### src/rtl/outmode_pkg.sv
package outmode_pkg;

  localparam int unsigned MODE_W = 3;

  typedef enum logic [MODE_W-1:0] {
    OM_DIRECT  = 3'd0,
    OM_SET     = 3'd1,
    OM_TGL_CLR = 3'd2,
    OM_SET_CLR = 3'd3,
    OM_TGL     = 3'd4,
    OM_CLR     = 3'd5,
    OM_TGL_SET = 3'd6,
    OM_CLR_SET = 3'd7
  } outmode_e;

  typedef enum logic [2:0] {
    ACT_HOLD = 3'd0,
    ACT_SET  = 3'd1,
    ACT_CLR  = 3'd2,
    ACT_TGL  = 3'd3,
    ACT_LOAD = 3'd4
  } act_e;

  // Map a mode and the two strobes to one action; the period strobe wins in PWM modes.
  function automatic act_e strobe_action(outmode_e m, logic own, logic per);
    act_e a;
    a = ACT_HOLD;
    case (m)
      OM_DIRECT:  a = ACT_LOAD;
      OM_SET:     a = own ? ACT_SET : ACT_HOLD;
      OM_CLR:     a = own ? ACT_CLR : ACT_HOLD;
      OM_TGL:     a = own ? ACT_TGL : ACT_HOLD;
      OM_TGL_CLR: a = per ? ACT_CLR : (own ? ACT_TGL : ACT_HOLD);
      OM_SET_CLR: a = per ? ACT_CLR : (own ? ACT_SET : ACT_HOLD);
      OM_TGL_SET: a = per ? ACT_SET : (own ? ACT_TGL : ACT_HOLD);
      OM_CLR_SET: a = per ? ACT_SET : (own ? ACT_CLR : ACT_HOLD);
      default:    a = ACT_HOLD;
    endcase
    return a;
  endfunction

  // Next level of the output flip-flop for a given action.
  function automatic logic apply_action(act_e a, logic cur, logic sw);
    logic n;
    case (a)
      ACT_SET:  n = 1'b1;
      ACT_CLR:  n = 1'b0;
      ACT_TGL:  n = ~cur;
      ACT_LOAD: n = sw;
      default:  n = cur;
    endcase
    return n;
  endfunction

endpackage

### src/rtl/outmode_decode.sv
module outmode_decode
  import outmode_pkg::*;
(
  input  logic [MODE_W-1:0] mode_sel,
  input  logic              chan_match,
  input  logic              period_match,
  output act_e              act
);
  outmode_e mode_e;

  always_comb begin
    mode_e = outmode_e'(mode_sel);
    act    = strobe_action(mode_e, chan_match, period_match);
  end
endmodule

### src/rtl/outmode_state.sv
module outmode_state
  import outmode_pkg::*;
#(
  parameter logic RST_LEVEL = 1'b0
) (
  input  logic clk_tmr,
  input  logic rst_n,
  input  act_e act,
  input  logic sw_out_bit,
  output logic level_q
);
  logic level_d;

  always_comb level_d = apply_action(act, level_q, sw_out_bit);

  always_ff @(posedge clk_tmr or negedge rst_n) begin
    if (!rst_n) level_q <= RST_LEVEL;
    else        level_q <= level_d;
  end
endmodule

### src/rtl/outmode_select.sv
module outmode_select
  import outmode_pkg::*;
(
  input  logic [MODE_W-1:0] mode_sel,
  input  logic              sw_out_bit,
  input  logic              level_q,
  output logic              out_sig
);
  logic direct_sel;

  always_comb begin
    direct_sel = (outmode_e'(mode_sel) == OM_DIRECT);
    out_sig    = direct_sel ? sw_out_bit : level_q;
  end
endmodule

### src/rtl/pwm_outmode_unit.sv
module pwm_outmode_unit
  import outmode_pkg::*;
#(
  parameter logic RST_LEVEL = 1'b0
) (
  input  logic              clk_tmr,
  input  logic              rst_n,
  input  logic [MODE_W-1:0] mode_sel,
  input  logic              sw_out_bit,
  input  logic              chan_match,
  input  logic              period_match,
  output logic              out_sig
);
  act_e act;
  logic state_q;

  outmode_decode u_decode (
    .mode_sel     (mode_sel),
    .chan_match   (chan_match),
    .period_match (period_match),
    .act          (act)
  );

  outmode_state #(.RST_LEVEL(RST_LEVEL)) u_state (
    .clk_tmr    (clk_tmr),
    .rst_n      (rst_n),
    .act        (act),
    .sw_out_bit (sw_out_bit),
    .level_q    (state_q)
  );

  outmode_select u_select (
    .mode_sel   (mode_sel),
    .sw_out_bit (sw_out_bit),
    .level_q    (state_q),
    .out_sig    (out_sig)
  );
endmodule

### config.mk
export PLATFORM = sky130hd
export DESIGN_NAME = pwm_outmode_unit
export DESIGN_NICKNAME = d
export VERILOG_FILES = /design/src/rtl/outmode_pkg.sv /design/src/rtl/outmode_decode.sv /design/src/rtl/outmode_state.sv /design/src/rtl/outmode_select.sv /design/src/rtl/pwm_outmode_unit.sv
export SDC_FILE = /design/constraint.sdc
export NUM_CORES = 1
export LEC_CHECK = 0
export BUFFER_PORTS_ARGS = -buffer_cell sky130_fd_sc_hd__buf_2
export CAP_MARGIN = 20
export CORE_AREA = 4 4 41 43
export CTS_CLUSTER_DIAMETER = 100
export DETAILED_ROUTE_END_ITERATION = 8
export DIE_AREA = 0 0 45 47
export SLEW_MARGIN = 15
export SYNTH_ARGS = -nofsm -noshare
export SYNTH_HDL_FRONTEND = slang
export SYNTH_HIERARCHICAL = 1
export SYNTH_SLANG_ARGS = --single-unit
### constraint.sdc
create_clock -name clk_tmr -period 1 [get_ports clk_tmr]
set_input_delay 0.05 -clock clk_tmr [delete_from_list [all_inputs] [get_ports clk_tmr]]
set_output_delay 0.05 -clock clk_tmr [all_outputs]
set_load 0.005 [all_outputs]
==> results.py <==
metrics = {
    "floorplan": {
        "design.core.area_um2": 1300,
        "die_h_um": 47,
        "io_pins": 9,
        "row_count": 13,
        "die_area_um2": 2120,
        "initial_utilization_pct": 12.6,
        "die_width_um": 45,
    },
    "timing": {
        "fin_skew_ns": 0,
        "fmax_achieved_ghz": 1.02,
        "final_hold_viol_count": 0,
        "slew_violations": 0,
        "fin_setup_tns_ns": 0,
        "grt_setup_unrepaired": "yes",
        "timing.final.crit_share_pct": 98.3,
        "timing.final.crit_period_ns": 0.983,
        "slew_headroom_pct": 88.8,
        "worst_pin_slew_ns": 0.163,
        "fin_hold_ws_ns": 0.367,
        "timing.final.setup_violations": 0,
    },
    "yosys": {
        "synth-seq-cells": 1,
        "post_synth_instance_area_um2": 164,
        "avgSynthCellArea_um2": 7.13,
        "synthesis.yosys.warnings": 6,
        "postSynthCellCount": 23,
        "yosysUniqueCellTypes": 16,
        "synthesis.nets": 31,
        "synth_sequential_area_ratio_pct": 15.3,
    },
    "cells_and_area": {
        "multi_input_area_um2": 168,
        "finalNetCount": 46,
        "reg.largest.list": "u_state/level_q: 1 flops",
        "postLayoutCoreUtil_pct": 24.4,
        "register_with_the_most_flip_flops": "u_state/level_q",
        "layout_commonest_cell": "buf_2",
        "fraction_of_final_layout_cells_with_drive_strength_greater_than_1_pct": 52.8,
        "stdcell_count": 51,
        "fin_area_um2": 318,
        "antenna-diode-count": 0,
        "largest_reg_flops": 1,
        "leading_cell_types_in_the_layout_fill_and_taps_excluded": "buf_2 (5), buf_4 (4)",
        "nFillCells": 149,
        "layout-area-overhead-vs-synth_pct": 93.9,
        "sequential_cell_area_um2": 25.0,
    },
    "global_route": {
        "first_pass_grt_wire_length_um": 717,
        "grt_max_degree": 9,
        "grt_overflow_total": 0,
        "grt_antenna_before_repair": 0,
        "vias_in_the_first_global_route": 165,
        "gr-usage-all-layers_pct": 4.25,
    },
    "routing": {
        "total_vias_in_the_final_route": 219,
        "drtPass1Iterations": 2,
        "postRouteAntennaNets": 0,
        "drc": 0,
        "drt-vias-per-instance": 4.29,
        "detailedRoute.firstIterationViolations": 4,
        "totalWireLength_um": 502,
        "wl_per_cell_um": 9.84,
    },
    "worst_setup_path": {
        "regToRegSetupSlack_ns": 0.11,
        "worstSetupPathType": "in2reg",
        "cp_max_fo": 6,
        "setup.worst_path.start_class": "input pin",
        "setup.worst_path.end_class": "register",
        "worst_ep_arrival_time_ns": 0.90,
        "cp_data_required_time_ns": 0.92,
    },
    "placed_design": {
        "place.gp.congestion": 0.563,
        "postPlaceCellArea_um2": 238,
        "placed_wire_length_estimate_um": 336,
        "port-buffer-count": 8,
        "dp_cells": 48,
    },
    "power_and_ir_drop": {
        "cellLeakagePower_nw": 0.144,
        "vdd_drop_max_v": 0.000171,
        "power-per-cell-area_nw_per_um2": 660,
    },
    "clock_tree": {
        "cts.reportedPaths.clkPinSlew_ns": 0,
        "clkLatencyLatePin_ns": 0,
    },
    "status": {
        "status": "complete, no violations",
    },
    "worst_hold_path": {
        "hold_path_class": "in2async",
    },
    "job": {
        "maxCapViolations": 0,
    },
}
metrics by stage:
stage                     setup WS (ns)  power (mW)
after floorplan                   0.165       0.117
after global routing            -0.0230       0.224
after CTS                       -0.0113       0.178
after global placement          -0.0117       0.166
after detailed placement       -0.00164       0.167
final                            0.0168       0.210
area by class of cell:
type,instances,area share (%)
Inverter,1,1.18
Multi-Input combinational cell,21,52.8
Sequential cell,1,7.87
Tap cell,15,5.91
Timing Repair Buffer,13,32.3
cell usage after synthesis:
| cell | number | area [µm²] |
|---|---|---|
| mux2_2 | 1 | 11.3 |
| mux2i_1 | 1 | 10.0 |
| and3_1 | 1 | 6.26 |
| dfrtp_1 | 1 | 25.0 |
| a21oi_1 | 1 | 5.00 |
| inv_1 | 1 | 3.75 |
| nor2b_1 | 4 | 25.0 |
| nor2_1 | 1 | 3.75 |
| a31oi_1 | 1 | 6.26 |
| o21ai_1 | 2 | 10.0 |
| nand3b_1 | 2 | 15.0 |
| nor3_2 | 1 | 10.0 |
| nand3_1 | 3 | 15.0 |
| nor3_1 | 1 | 5.00 |
| nand2_1 | 1 | 3.75 |
| a32oi_1 | 1 | 8.76 |
timing repair:
item | CTS | global route
buffers inserted | 1 | 1
resized for setup | 3 | 13
pin swaps | 3 | 8
hold buffers | 1 | 0
endpoints found under the setup margin | 1 | 2
hold endpoints to repair | 1 | 0
logic make-up (layout without fill, tap and decap cells):
logic type / Yosys count / count (layout) / synth area share [%]
and+or+nand+nor: 14 / 14 / 51.1
AOI/OAI and AO/OA: 5 / 5 / 18.3
buffers and inverters: 1 / 14 / 2.29
DFF: 1 / 1 / 15.3
muxes: 2 / 2 / 13.0
final timing paths:
kind / startpoint / to / cells past startpoint
worst max-delay path: mode_sel[1] / u_state/level_q / 7
max in group asynchronous: rst_n / u_state/level_q / 2
worst min register to register: u_state/level_q / u_state/level_q / 3
worst min-delay path: rst_n / u_state/level_q / 2
worst max register to register: u_state/level_q / u_state/level_q / 3
min in group clk_tmr: sw_out_bit / u_state/level_q / 3
per-layer routing:
layer / routed length, µm / track usage (%)
met5: 0 / 0
met4: 0 / 0
met3: 21 / 0
met2: 257 / 6.78
met1: 223 / 6.76
critical path: stages:
cell and delay, ns:
buf_8 0.10, nor2b_1 0.12, o21ai_1 0.14, nand3_2 0.10, buf_4 0.14, buf_4 0.11, o21ai_1 0.12
power breakdown:
| part | total, mW | internal (mW) | switching [mW] |
|---|---|---|---|
| logic | 0.148 | 0.0903 | 0.0578 |
| registers | 0.0615 | 0.0508 | 0.0107 |
| clock network | 0 | 0 | 0 |
| total | 0.210 | 0.141 | 0.0686 |
No activity file was read; power rests on OpenSTA's default activity.
